$ cat src/rtl/inj_pkg.sv
package inj_pkg;

    typedef enum logic [2:0] {
        S_IDLE,
        S_SOF,
        S_HDR,
        S_DATA,
        S_PAD,
        S_EOF,
        S_FCS,
        S_HOLD
    } inj_state_e;

    localparam int CTRL_SOF_BIT = 0;
    localparam int CTRL_EOF_BIT = 1;
    localparam int CTRL_VLD_LSB = 2;
    localparam int CTRL_GAP_LSB = 4;
    localparam logic [3:0] CTRL_GAP = 4'd1;

    function automatic logic [31:0] ctrl_word(input logic sof, input logic eof,
                                              input logic [1:0] vld);
        logic [31:0] w;
        w = '0;
        w[CTRL_SOF_BIT] = sof;
        w[CTRL_EOF_BIT] = eof;
        w[CTRL_VLD_LSB +: 2] = vld;
        w[CTRL_GAP_LSB +: 4] = CTRL_GAP;
        return w;
    endfunction

endpackage

$ cat src/rtl/inj_byte_packer.sv
module inj_byte_packer #(
    parameter int LEN_W = 14
) (
    input  logic             clk,
    input  logic             rst_n,
    input  logic             load_i,
    input  logic [LEN_W-1:0] len_i,
    input  logic             byte_valid_i,
    output logic             byte_ready_o,
    input  logic [7:0]       byte_i,
    output logic             word_valid_o,
    output logic [31:0]      word_o,
    output logic             last_o,
    input  logic             take_i
);

    typedef struct packed {
        logic [LEN_W-1:0] left;
        logic [1:0]       lane;
        logic [31:0]      acc;
        logic             full;
    } pk_t;

    pk_t q, d;

    always_comb begin
        d = q;
        byte_ready_o = !q.full && (q.left != '0);
        if (load_i) begin
            d.left = len_i;
            d.lane = '0;
            d.acc  = '0;
            d.full = 1'b0;
        end else begin
            if (take_i) begin
                d.full = 1'b0;
                d.acc  = '0;
            end
            if (byte_valid_i && byte_ready_o) begin
                d.acc[8*q.lane +: 8] = byte_i;
                d.left = q.left - 1'b1;
                if (q.lane == 2'd3 || q.left == LEN_W'(1)) begin
                    d.full = 1'b1;
                    d.lane = '0;
                end else begin
                    d.lane = q.lane + 1'b1;
                end
            end
        end
    end

    always_ff @(posedge clk) begin
        if (!rst_n) q <= '0;
        else        q <= d;
    end

    assign word_valid_o = q.full;
    assign word_o       = q.acc;
    assign last_o       = (q.left == '0);

    AST_PACK_WORD_STEADY: assert property (@(posedge clk) disable iff (!rst_n)
        (word_valid_o && !take_i && !load_i) |=> (word_valid_o && $stable(word_o)));

endmodule

$ cat src/rtl/inj_holdoff_timer.sv
module inj_holdoff_timer #(
    parameter int CYCLES = 6250
) (
    input  logic clk,
    input  logic rst_n,
    input  logic start_i,
    output logic active_o,
    output logic expire_o
);

    localparam int CW = $clog2(CYCLES + 1);

    logic [CW-1:0] cnt_q, cnt_d;

    always_comb begin
        cnt_d = cnt_q;
        if (start_i)            cnt_d = CW'(CYCLES);
        else if (cnt_q != '0)   cnt_d = cnt_q - 1'b1;
    end

    always_ff @(posedge clk) begin
        if (!rst_n) cnt_q <= '0;
        else        cnt_q <= cnt_d;
    end

    assign active_o = (cnt_q != '0);
    assign expire_o = (cnt_q == CW'(1));

    AST_TIMER_NO_RESTART: assert property (@(posedge clk) disable iff (!rst_n)
        start_i |-> !active_o);

endmodule

$ cat src/rtl/inj_tx_counters.sv
module inj_tx_counters #(
    parameter int LEN_W = 14,
    parameter int CNT_W = 32
) (
    input  logic             clk,
    input  logic             rst_n,
    input  logic             acc_i,
    input  logic             rej_i,
    input  logic [LEN_W-1:0] len_i,
    output logic [CNT_W-1:0] frames_o,
    output logic [CNT_W-1:0] bytes_o,
    output logic [CNT_W-1:0] drops_o
);

    typedef struct packed {
        logic [CNT_W-1:0] frames;
        logic [CNT_W-1:0] bytes;
        logic [CNT_W-1:0] drops;
    } cnt_t;

    cnt_t q, d;

    always_comb begin
        d = q;
        if (acc_i) begin
            d.frames = q.frames + 1'b1;
            d.bytes  = q.bytes + CNT_W'(len_i);
        end
        if (rej_i) d.drops = q.drops + 1'b1;
    end

    always_ff @(posedge clk) begin
        if (!rst_n) q <= '0;
        else        q <= d;
    end

    assign frames_o = q.frames;
    assign bytes_o  = q.bytes;
    assign drops_o  = q.drops;

    AST_CNT_EXCLUSIVE: assert property (@(posedge clk) disable iff (!rst_n)
        !(acc_i && rej_i));

endmodule

$ cat src/rtl/inj_framer.sv
module inj_framer
    import inj_pkg::*;
#(
    parameter int HDR_WORDS = 4,
    parameter int LEN_W     = 14,
    parameter int CNT_W     = 32,
    parameter int MIN_BYTES = 60,
    parameter int CLK_HZ    = 125_000_000,
    parameter int HOLD_NS   = 50_000
) (
    input  logic                   clk,
    input  logic                   rst_n,
    input  logic                   req_valid_i,
    output logic                   req_ready_o,
    input  logic [LEN_W-1:0]       req_len_i,
    input  logic [32*HDR_WORDS-1:0] req_hdr_i,
    input  logic                   q_rdy_i,
    output logic                   busy_o,
    input  logic                   byte_valid_i,
    output logic                   byte_ready_o,
    input  logic [7:0]             byte_i,
    output logic                   wr_valid_o,
    input  logic                   wr_ready_i,
    output logic [31:0]            wr_word_o,
    output logic                   wr_ctrl_o,
    input  logic                   wm_hit_i,
    output logic                   wm_clr_o,
    output logic [CNT_W-1:0]       frames_o,
    output logic [CNT_W-1:0]       bytes_o,
    output logic [CNT_W-1:0]       drops_o
);

    localparam int MIN_WORDS = MIN_BYTES / 4;
    localparam longint HOLD_L = (longint'(CLK_HZ) * longint'(HOLD_NS)) / 64'd1_000_000_000;
    localparam int HOLD_CYC  = int'(HOLD_L);
    localparam int HIDX_W    = (HDR_WORDS > 1) ? $clog2(HDR_WORDS) : 1;

    typedef struct packed {
        inj_state_e              st;
        logic [HIDX_W-1:0]       hidx;
        logic [LEN_W-1:0]        wcnt;
        logic [LEN_W-1:0]        len;
        logic [32*HDR_WORDS-1:0] hdr;
        logic                    busy;
        logic                    clr;
    } fr_t;

    fr_t q, d;

    logic        pk_load, pk_take, pk_valid, pk_last;
    logic [31:0] pk_word;
    logic        tmr_start, tmr_active, tmr_expire;
    logic        acc, rej;
    logic [1:0]  eof_vld;
    logic        wcnt_full;

    inj_byte_packer #(.LEN_W(LEN_W)) u_packer (
        .clk          (clk),
        .rst_n        (rst_n),
        .load_i       (pk_load),
        .len_i        (req_len_i),
        .byte_valid_i (byte_valid_i),
        .byte_ready_o (byte_ready_o),
        .byte_i       (byte_i),
        .word_valid_o (pk_valid),
        .word_o       (pk_word),
        .last_o       (pk_last),
        .take_i       (pk_take)
    );

    inj_holdoff_timer #(.CYCLES(HOLD_CYC)) u_timer (
        .clk      (clk),
        .rst_n    (rst_n),
        .start_i  (tmr_start),
        .active_o (tmr_active),
        .expire_o (tmr_expire)
    );

    inj_tx_counters #(.LEN_W(LEN_W), .CNT_W(CNT_W)) u_counters (
        .clk      (clk),
        .rst_n    (rst_n),
        .acc_i    (acc),
        .rej_i    (rej),
        .len_i    (req_len_i),
        .frames_o (frames_o),
        .bytes_o  (bytes_o),
        .drops_o  (drops_o)
    );

    assign eof_vld   = (q.len < LEN_W'(MIN_BYTES)) ? 2'd0 : q.len[1:0];
    assign wcnt_full = ((q.wcnt + 1'b1) >= LEN_W'(MIN_WORDS));

    always_comb begin
        d           = q;
        d.busy      = 1'b0;
        d.clr       = 1'b0;
        req_ready_o = 1'b0;
        wr_valid_o  = 1'b0;
        wr_word_o   = '0;
        wr_ctrl_o   = 1'b0;
        pk_load     = 1'b0;
        pk_take     = 1'b0;
        tmr_start   = 1'b0;
        acc         = 1'b0;
        rej         = 1'b0;
        case (q.st)
            S_IDLE: begin
                req_ready_o = 1'b1;
                if (req_valid_i) begin
                    if (q_rdy_i) begin
                        acc     = 1'b1;
                        pk_load = 1'b1;
                        d.len   = req_len_i;
                        d.hdr   = req_hdr_i;
                        d.st    = S_SOF;
                    end else begin
                        rej    = 1'b1;
                        d.busy = 1'b1;
                    end
                end
            end
            S_SOF: begin
                wr_valid_o = 1'b1;
                wr_ctrl_o  = 1'b1;
                wr_word_o  = ctrl_word(1'b1, 1'b0, 2'd0);
                if (wr_ready_i) begin
                    d.hidx = '0;
                    d.st   = S_HDR;
                end
            end
            S_HDR: begin
                wr_valid_o = 1'b1;
                wr_word_o  = q.hdr[32*q.hidx +: 32];
                if (wr_ready_i) begin
                    if (q.hidx == HIDX_W'(HDR_WORDS - 1)) begin
                        d.wcnt = '0;
                        d.st   = (q.len == '0) ? S_PAD : S_DATA;
                    end else begin
                        d.hidx = q.hidx + 1'b1;
                    end
                end
            end
            S_DATA: begin
                wr_valid_o = pk_valid;
                wr_word_o  = pk_word;
                if (wr_ready_i && pk_valid) begin
                    pk_take = 1'b1;
                    d.wcnt  = q.wcnt + 1'b1;
                    if (pk_last) d.st = wcnt_full ? S_EOF : S_PAD;
                end
            end
            S_PAD: begin
                wr_valid_o = 1'b1;
                if (wr_ready_i) begin
                    d.wcnt = q.wcnt + 1'b1;
                    if (wcnt_full) d.st = S_EOF;
                end
            end
            S_EOF: begin
                wr_valid_o = 1'b1;
                wr_ctrl_o  = 1'b1;
                wr_word_o  = ctrl_word(1'b0, 1'b1, eof_vld);
                if (wr_ready_i) d.st = S_FCS;
            end
            S_FCS: begin
                wr_valid_o = 1'b1;
                if (wr_ready_i) begin
                    if (wm_hit_i) begin
                        tmr_start = 1'b1;
                        d.st      = S_HOLD;
                    end else begin
                        d.st = S_IDLE;
                    end
                end
            end
            S_HOLD: begin
                if (tmr_expire) begin
                    d.clr = wm_hit_i;
                    d.st  = S_IDLE;
                end
            end
            default: d.st = S_IDLE;
        endcase
    end

    always_ff @(posedge clk) begin
        if (!rst_n) begin
            q    <= '0;
            q.st <= S_IDLE;
        end else begin
            q <= d;
        end
    end

    assign busy_o   = q.busy;
    assign wm_clr_o = q.clr;

    AST_WRITE_STEADY: assert property (@(posedge clk) disable iff (!rst_n)
        (wr_valid_o && !wr_ready_i) |=> (wr_valid_o && $stable(wr_word_o) && $stable(wr_ctrl_o)));

    AST_REJECT_COUNTED: assert property (@(posedge clk) disable iff (!rst_n)
        (req_valid_i && req_ready_o && !q_rdy_i) |=> (drops_o == $past(drops_o) + 1'b1));

    AST_HOLD_BLOCKS_REQ: assert property (@(posedge clk) disable iff (!rst_n)
        tmr_active |-> !req_ready_o);

    AST_CLR_AT_EXPIRY: assert property (@(posedge clk) disable iff (!rst_n)
        wm_clr_o |-> $past(tmr_expire));

    AST_PAD_BOUND: assert property (@(posedge clk) disable iff (!rst_n)
        (q.st == S_PAD && wr_valid_o) |-> (q.wcnt < LEN_W'(MIN_WORDS)));

endmodule

$ cat config.mk
export PLATFORM = sky130hd
export DESIGN_NAME = inj_framer
export DESIGN_NICKNAME = d
export VERILOG_FILES = /design/src/rtl/inj_pkg.sv /design/src/rtl/inj_byte_packer.sv /design/src/rtl/inj_holdoff_timer.sv /design/src/rtl/inj_tx_counters.sv /design/src/rtl/inj_framer.sv
export SDC_FILE = /design/constraint.sdc
export NUM_CORES = 1
export LEC_CHECK = 0
export BUFFER_PORTS_ARGS = -buffer_cell sky130_fd_sc_hd__buf_2
export CAP_MARGIN = 20
export CORE_MARGIN = 10
export CORE_UTILIZATION = 61
export CTS_CLUSTER_SIZE = 12
export DETAILED_ROUTE_END_ITERATION = 8
export GPL_ROUTABILITY_DRIVEN = 0
export HOLD_SLACK_MARGIN = 0.03
export PLACE_DENSITY = 0.95
export SLEW_MARGIN = 25
export SYNTH_ARGS = -nofsm -noshare
export SYNTH_HDL_FRONTEND = slang
export SYNTH_HIERARCHICAL = 1
export SYNTH_SLANG_ARGS = --single-unit
export TNS_END_PERCENT = 10
$ cat constraint.sdc
create_clock -name clk -period 8.55 [get_ports clk]
set_input_delay 2.1375 -clock clk [delete_from_list [all_inputs] [get_ports clk]]
set_output_delay 2.1375 -clock clk [all_outputs]
set_load 0.01 [all_outputs]
Yosys cells after proc, flatten, opt, wreduce, memory -nomap -nowiden
Index checks and enable logic that the tools add are counted.
{"block": "totals", "register_bits": 321, "in_bits": 157, "out_inout_bits": 134}
{"block": "op_classes", "n_addsub": 9, "n_lt_le_gt_ge": 2, "n_eq_ne": 24, "shifts": 3, "muxes": 47, "bitwise": 1, "n_reduce_logical": 24}
{"operator": "32-bit one-hot mux with 4 select lines", "count": 1}
{"operator": "128-bit by 8-bit variable part select with 32-bit output", "count": 1}
{"operator": "49-bit 2-to-1 mux", "count": 2}
{"operator": "33-bit 2-to-1 mux", "count": 2}
{"operator": "32-bit by 1-bit adder with 32-bit output (second input constant)", "count": 2}
{"operator": "14-bit 2-to-1 mux", "count": 3}
{"operator": "14-bit one-hot mux with 3 select lines", "count": 1}
{"operator": "3-bit 2-to-1 mux", "count": 12}
{"operator": "5-bit negation with 34-bit output", "count": 1}
{"operator": "8-bit by 34-bit variable shift with 32-bit output (first input constant)", "count": 1}
{"operator": "8-bit by 34-bit variable part select with 32-bit output", "count": 1}
{"operator": "32-bit by 14-bit adder with 32-bit output", "count": 1}
{"operator": "32-bit bitwise mux", "count": 1}
{"operator": "14-bit zero test", "count": 2}
{"operator": "13-bit 2-to-1 mux", "count": 2}
{"operator": "2-bit inequality test (second input constant)", "count": 13}
{"operator": "3-bit one-hot mux with 8 select lines", "count": 1}
{"operator": "19-bit 2-to-1 mux", "count": 1}
{"operator": "1-bit 2-to-1 mux", "count": 15}
{"operator": "14-bit by 1-bit adder with 14-bit output (second input constant)", "count": 1}
{"operator": "14-bit by 1-bit == test with 1-bit output (second input constant)", "count": 1}
{"operator": "14-bit by 4-bit >= comparator with 1-bit output (second input constant)", "count": 1}
{"operator": "14-bit by 6-bit < comparator with 1-bit output (second input constant)", "count": 1}
{"operator": "14-bit nonzero test", "count": 1}
{"operator": "other kinds (26)", "count": 42}

Depth between registers and ports, before layout
Gate-level depths: netlist (run 1).
{"block": "depth", "ltp_word": 8, "ltp_mapped": 12}

Hierarchy
Netlist (run 1), hierarchy kept.
{"mod": "inj_framer", "n_inst": 1, "cells_each": 905, "area_per_inst_um2": 7791.2, "seq_area_each_um2": 3263.1}
{"mod": "inj_tx_counters", "n_inst": 1, "cells_each": 580, "area_per_inst_um2": 5138.7, "seq_area_each_um2": 1921.8}
{"mod": "inj_byte_packer", "n_inst": 1, "cells_each": 317, "area_per_inst_um2": 2805.2, "seq_area_each_um2": 980.9}
{"mod": "inj_holdoff_timer", "n_inst": 1, "cells_each": 76, "area_per_inst_um2": 703.2, "seq_area_each_um2": 260.2}

Worst setup path after synthesis (run 1)
Ideal clock, no wire load.
{"block": "synth_timing", "path_kind": "input port to flip-flop", "start": "in req_valid_i", "end": "reg u_counters.q (netlist bit u_counters/frames_o[31])", "arrival_time_ps": 4070, "setup_slack_ps": 4365, "stages": 10, "n_path_buf": 2, "cell_sequence": "nand3_1 inv_2 clkbuf_1 and4_1 and4_1 buf_4 nand3_2 or3_1 xnor2_1 and2_1"}
{"block": "synth_between", "elab_chain_cells": 2}
{"item": "start: declaration", "line": "inj_framer.sv:13", "text": "input logic req_valid_i,"}
{"item": "1-bit 2-to-1 mux", "line": "inj_framer.sv:109", "text": "if (req_valid_i) begin"}
{"item": "1-bit 2-to-1 mux", "line": "inj_framer.sv:106", "text": "case (q.st)"}
{"item": "named net acc", "line": "inj_framer.sv:53", "text": "logic acc, rej;"}
{"item": "end signal: assignment", "line": "inj_tx_counters.sv:33", "text": "if (!rst_n) q <= '0;"}
{"item": "end signal: assignment", "line": "inj_tx_counters.sv:34", "text": "else q <= d;"}
{"item": "end: declaration", "line": "inj_tx_counters.sv:21", "text": "cnt_t q, d;"}
The timed path passes the listed nets, and every way through them passes these cells.
A chain may end at the register's enable or synchronous reset.

Worst setup path after layout (run 1)
{"block": "layout_timing", "start": "reg u_packer/q[35] (netlist name)", "end": "out byte_ready_o"}
{"block": "layout_between", "elab_chain_cells": 2}
{"item": "start: declaration", "line": "inj_byte_packer.sv:24", "text": "pk_t q, d;"}
{"item": "start signal: assignment", "line": "inj_byte_packer.sv:53", "text": "if (!rst_n) q <= '0;"}
{"item": "start signal: assignment", "line": "inj_byte_packer.sv:54", "text": "else q <= d;"}
{"item": "14-bit nonzero test", "line": "inj_byte_packer.sv:28", "text": "byte_ready_o = !q.full && (q.left != '0);"}
{"item": "1-bit logical AND", "line": "inj_byte_packer.sv:28"}
{"item": "end: declaration", "line": "inj_framer.sv:20", "text": "output logic byte_ready_o,"}
Every way passes these cells.

==> flow_summary.toml, run 1 <==
[cells_and_area]
syn_to_final_growth_pct = 14.71
drive_above_1_share_pct = 20.07
final_nets = 2245
layout_commonest_cell = "nand2_1"
stdcell_count = 2426
layout_common_cells = "nand2_1 (365), dfxtp_1 (319), buf_2 (289)"

[critical_path]
worstSetupStartpoint = "u_packer/q[35]"
path_common_cell = "inv_1"
max_stage_delay_ns = 0.72
rr_worst_depth = 8
cp-end-kind = "output pin"
path_class = "flip-flop to output pin"
cp_max_fo = 23
r2r_slack_ns = 4.15
r2r_end = "u_counters/bytes_o[18]"
required_ns = 6.41
cpMaxStageDelayCell = "inv_1"
startpoint_type = "flip-flop"
crit_arrival_ns = 3.03
cp-endpoint = "byte_ready_o"
crit-reg2reg-launch = "q[160]"
worstPathCellList = "inv_1 > ha_1 > nor4b_1 > nand4_1 > inv_1 > nor2_1 > buf_2"

[timing]
hold_viol = 0
setup-tns-final_ns = 0
max_freq_ghz = 0.1933
timing.final.crit_share_pct = 60.50
slew_headroom_pct = 26.93
clock_skew_ns = 0.01251
setup_viol = 0
rsz0062_at_grt = "no"
finalCriticalPeriod_ns = 5.172
drv_slew = 0
worst_pin_slew_ns = 1.094

[clock_tree]
cts_tree = "built"
cts_buffers = 36
numClockSinks = 321
h-tree-depth = 2
cts_hold_buffers = 0
clk_path_buf_depth = 3
clk_pin_slew_ns = 0.06
cts_setup_buffers = 0
ctsRootBufferMaster = "clkbuf_16"
clkLatencyLatePin_ns = 0.53
ctsResizeCount = 0

[route]
via_per_inst = 6.108
totalWireLength_um = 47310
drtAntennaViolNets = 0
drt_iter0_markers = 1707
vias = 14817
firstDrtPassIters = 7
drc = 0
wl_per_cell_um = 19.50

[yosys]
syn_inst = 1878
syn-cell-area_um2 = 16440
ys_ff_latch = 321
synth_edf_count = 0
synth_nets = 2067
synthFlopType = "dfxtp_1"
syn_area_per_cell_um2 = 8.753
synth.distinct_cells = 87
async_flop_share_pct = 0
synth_warnings = 6
synth_seq_area_share_pct = 39.09

[pwr]
switching_share_pct = 27.11
pwr-share-seq_pct = 43.7
power_leakage_nw = 7.507
ir_drop_v = 0.0001590
combinationalPowerShare_pct = 15.0
power_density_nw_per_um2 = 199.5
p_switching_w = 0.001020
power.share.clock_pct = 41.3
p_int_w = 0.002742

[floorplan]
die_w_um = 184.2
io_pins = 291
rows = 60
start_util_pct = 61.51
core_area_um2 = 26730
dieArea_um2 = 33910
fp.dieH_um = 184.2

[place]
placedCellCount = 2359
portBuffers = 290
dp_hpwl_um = 32860

[grt]
grt.overflow.total = 0
track_usage_pct = 26.54
antenna_found_initial = 6
grt_pass1_wl_um = 74040
grt_max_degree = 163
grt_pass1_vias = 14477

[hold_path]
min_path_type = "flip-flop to flip-flop"

[flow_run]
maxCapViolations = 0

[status]
status = "completed"
==> cell type report <==
cell class              instances  area (um2)
diodes                          7       17.52
clock buffers                  51        1027
clock inverters                 9       150.1
fillers                      1887        7869
inverters                      28       110.1
multi-input cells            1374        9186
flip-flops and latches        321        6431
well taps                     341       426.7
repair buffers                295        1508
==> critical path: cells and delay by family, from the launching register on <==
family	cells	cell delay, ns
AND/OR/NAND/NOR	3	0.99
flip-flops	1	0.34
adder cells (fa/ha/maj)	1	0.19
buffers and inverters	3	1.00
==> worst min path at each step <==
stage | startpoint | to | slack (ns) | cells past startpoint
after floorplan | q[121] | q[121] | 0.43 | 2
after global placement | q[127] | q[127] | 0.44 | 2
after detailed placement | q[127] | q[127] | 0.45 | 2
after CTS | q[127] | q[127] | 0.46 | 2
after global routing | q[127] | q[127] | 0.47 | 2
final | q[136] | q[136] | 0.46 | 2
==> kinds of logic (layout without fill, tap and decap cells) <==
group | Yosys count | in the layout | share of synthesized area (%)
buffers and inverters | 183 | 383 | 5.237
xor gates and xnor gates | 70 | 70 | 3.730
and+or+nand+nor | 808 | 808 | 25.19
adders and majority gates | 33 | 33 | 2.542
AOI/OAI and AO/OA | 367 | 367 | 15.91
DFF | 321 | 321 | 39.09
other | 0 | 7 | 0
muxes | 96 | 96 | 8.297
==> power groups by stage <==
stage               Clock, W  Sequential [W]  Combinational (W)
floorplan                  0         0.00166           0.000409
global placement           0         0.00167           0.000522
detailed placement         0         0.00168           0.000549
CTS                  0.00157         0.00164           0.000555
global route         0.00164         0.00166           0.000626
finish               0.00155         0.00165           0.000563
==> flip-flops by register name (all words and copies together) (netlist names) <==
register / count
q: 161
u_counters/bytes_o: 32
u_counters/drops_o: 32
u_counters/frames_o: 32
u_packer/word_o: 32
u_packer/q: 16
u_timer/cnt_q: 13
busy_o: 1
u_packer/word_valid_o: 1
wm_clr_o: 1
==> cells in the mapped netlist (17+ instances only) <==
| cell | count | area (um2) |
|---|---|---|
| o21ai_0 | 53 | 265.3 |
| a21boi_0 | 139 | 1044 |
| nand2_1 | 365 | 1370 |
| and2_1 | 63 | 394.1 |
| mux4_2 | 32 | 720.7 |
| nand4_1 | 25 | 156.4 |
| a21boi_1 | 25 | 187.7 |
| and3_1 | 28 | 175.2 |
| nor2_1 | 40 | 150.1 |
| buf_4 | 34 | 255.2 |
| buf_2 | 19 | 95.09 |
| a22o_1 | 27 | 236.5 |
| mux2i_1 | 62 | 620.6 |
| xnor2_1 | 53 | 464.2 |
| inv_1 | 27 | 101.4 |
| ha_1 | 31 | 387.9 |
| or3_1 | 27 | 168.9 |
| nand3_1 | 81 | 405.4 |
| a31oi_1 | 18 | 112.6 |
| clkbuf_1 | 94 | 352.8 |
| a21oi_1 | 31 | 155.2 |
| dfxtp_1 | 321 | 6426 |
| nand2b_1 | 26 | 162.7 |
| nor2b_1 | 21 | 131.4 |
| xor2_1 | 17 | 148.9 |
| or4_1 | 18 | 135.1 |
| nand3b_1 | 41 | 307.8 |
==> per-stage QoR <==
step                hold WS (ns)  power (W)  area (um2)  worst slack (ns)  utilization, %
detailed placement        0.4480   0.002224       17650             3.126           66.05
CTS                       0.4557   0.003764       18830             3.439           70.45
global route              0.4672   0.003917       18850             3.200           70.54
floorplan                 0.4319   0.002069       16440             4.365               -
global placement          0.4421   0.002190       17650             3.244           66.03
finish                    0.4553   0.003762       18860             3.378           70.56
==> per-layer routing <==
layer / up-vias / part of all wire (%) / global-route usage (%)
li1: 6941 / - / -
met1: 7019 / 39 / 32.07
met2: 679 / 48 / 43.32
met3: 178 / 7.6 / 5.493
met4: 0 / 5.6 / 14.85
met5: - / 0 / 0
Note: power is estimated with default switching activity, not from simulation.
==> run 2: changes to the inputs <==
--- a/config.mk
+++ b/config.mk
@@ -8,12 +8,12 @@
 export BUFFER_PORTS_ARGS = -buffer_cell sky130_fd_sc_hd__buf_2
 export CAP_MARGIN = 20
 export CORE_MARGIN = 10
-export CORE_UTILIZATION = 61
+export CORE_UTILIZATION = 51
 export CTS_CLUSTER_SIZE = 12
 export DETAILED_ROUTE_END_ITERATION = 8
 export GPL_ROUTABILITY_DRIVEN = 0
 export HOLD_SLACK_MARGIN = 0.03
-export PLACE_DENSITY = 0.95
+export PLACE_DENSITY = 0.87
 export SLEW_MARGIN = 25
 export SYNTH_ARGS = -nofsm -noshare
 export SYNTH_HDL_FRONTEND = slang
==> constraint.sdc (replaced) <==
create_clock -name clk -period 4.3 [get_ports clk]
set_input_delay 1.075 -clock clk [delete_from_list [all_inputs] [get_ports clk]]
set_output_delay 1.075 -clock clk [all_outputs]
set_load 0.01 [all_outputs]
==> run 2 against run 1 <==
Non-clock buffer count grew 12. Wire length grew 1.4%. Sequential share of layout area shrank 0.38 points.
==> flow_summary.toml, run 2 (synthesis results as in run 1) <==
[critical_path]
path_class = "flip-flop to output pin"
required_ns = 3.22
rr_worst_depth = 8
cp-end-kind = "output pin"
crit_arrival_ns = 2.70
cp_max_fo = 22
worstSetupStartpoint = "q[160]"
crit-reg2reg-launch = "q[160]"
startpoint_type = "flip-flop"

[grt]
antenna_found_initial = 2
grt_pass1_wl_um = 74980
track_usage_pct = 23.06
grt.overflow.total = 0
grt_pass1_vias = 14307
grt_max_degree = 129

[place]
dp_hpwl_um = 34220
placedCellCount = 2432
portBuffers = 290

[floorplan]
core_area_um2 = 31720
start_util_pct = 51.83
die_w_um = 199.5
fp.dieH_um = 199.5
dieArea_um2 = 39810
rows = 65
io_pins = 291

[clock_tree]
ctsResizeCount = 0
cts_hold_buffers = 0
h-tree-depth = 2
ctsRootBufferMaster = "clkbuf_16"
cts_setup_buffers = 0
clk_path_buf_depth = 3
cts_tree = "built"
numClockSinks = 321
clkLatencyLatePin_ns = 0.52
cts_buffers = 36
clk_pin_slew_ns = 0.06

[timing]
slew_headroom_pct = 35.05
setup-tns-final_ns = 0
drv_slew = 0
clock_skew_ns = 0.01093
rsz0062_at_grt = "no"
max_freq_ghz = 0.2652
hold_viol = 0
timing.final.crit_share_pct = 87.68
finalCriticalPeriod_ns = 3.770
setup_viol = 0
worst_pin_slew_ns = 0.9721

[cells_and_area]
layout_commonest_cell = "nand2_1"
layout_common_cells = "nand2_1 (365), dfxtp_1 (319), buf_2 (289)"
largest_reg_flops = 161
stdcell_count = 2497
syn_to_final_growth_pct = 15.95
final_nets = 2257
regMostFlops = "q"
drive_above_1_share_pct = 20.70
fill_cells = 2584

[hold_path]
worst_hold_startpoint = "q[122]"
min_path_type = "flip-flop to flip-flop"
min_path_cells = 2

[status]
status = "completed"

[route]
wl_per_cell_um = 19.22
totalWireLength_um = 47990
drtAntennaViolNets = 0
drc = 0
via_per_inst = 5.875
firstDrtPassIters = 7
drt_iter0_markers = 1332
vias = 14671

[pwr]
power_density_nw_per_um2 = 397.4
power_leakage_nw = 7.593
ir_drop_v = 0.0002744

[flow_run]
maxCapViolations = 0
-- run 2: cell types whose count changed in the layout (fill, tap and decap cells not counted), sizes merged --
cell | previous run | this run
buf | 295 | 307
diode | 7 | 3
clkbuf | 51 | 54
clkinv | 4 | 2
clkinvlp | 0 | 1
-- run 2: cell type report --
| cell class | count | area, um2 | share of cell area [%] |
|---|---|---|---|
| clock inverter | 8 | 125.1 | 0.6565 |
| sequential | 321 | 6429 | 33.73 |
| multi-input combinational | 1374 | 9184 | 48.18 |
| antenna | 3 | 7.507 | 0.03939 |
| tap | 402 | 503.0 | 2.639 |
| timing repair buffer | 307 | 1602 | 8.403 |
| clock buffer | 54 | 1100 | 5.770 |
| inverter | 28 | 110.1 | 0.5777 |
-- run 2: critical path, cell delays in order, from the launching register on --
cell	delay (ns)
dfxtp_1	0.78
and3b_1	0.76
buf_4	0.31
a22o_1	0.18
buf_2	0.14
-- run 2: layer usage --
layer | track usage [%] | part of all wire [%] | vias up
met4 | 13.40 | 5.4 | 0
met2 | 37.65 | 48 | 626
met3 | 4.071 | 7.0 | 171
met1 | 28.07 | 40 | 6911
li1 | - | - | 6963
met5 | 0 | 0 | -
-- run 2: per-stage QoR --
step	power, W	worst slack [ns]	hold WS, ns	cell area (um2)	utilization (%)
floorplan	0.004113	1.177	0.4319	16440	-
global placement	0.004369	1.055	0.4419	17810	56.16
detailed placement	0.004427	0.9322	0.4468	17820	56.17
CTS	0.007611	0.5376	0.4552	19040	60.04
global route	0.007890	0.4062	0.4829	19060	60.08
finish	0.007575	0.5296	0.4541	19060	60.09
-- run 2: path summary, 6_finish.rpt --
path	end	slack [ns]
setup / recovery	wr_word_o[21]	0.53
setup reg to reg	u_counters/bytes_o[16]	1.05
hold / removal	q[122]	0.45
hold reg to reg	q[122]	0.45
-- run 2: report_power, final --
group | leakage, nW | internal (W) | total [W] | switching, W
registers | 2.61 | 0.00313 | 0.00327 | 0.000139
clock network | 0.602 | 0.00194 | 0.00318 | 0.00123
logic | 4.38 | 0.000472 | 0.00112 | 0.000653
total | 7.59 | 0.00555 | 0.00757 | 0.00202
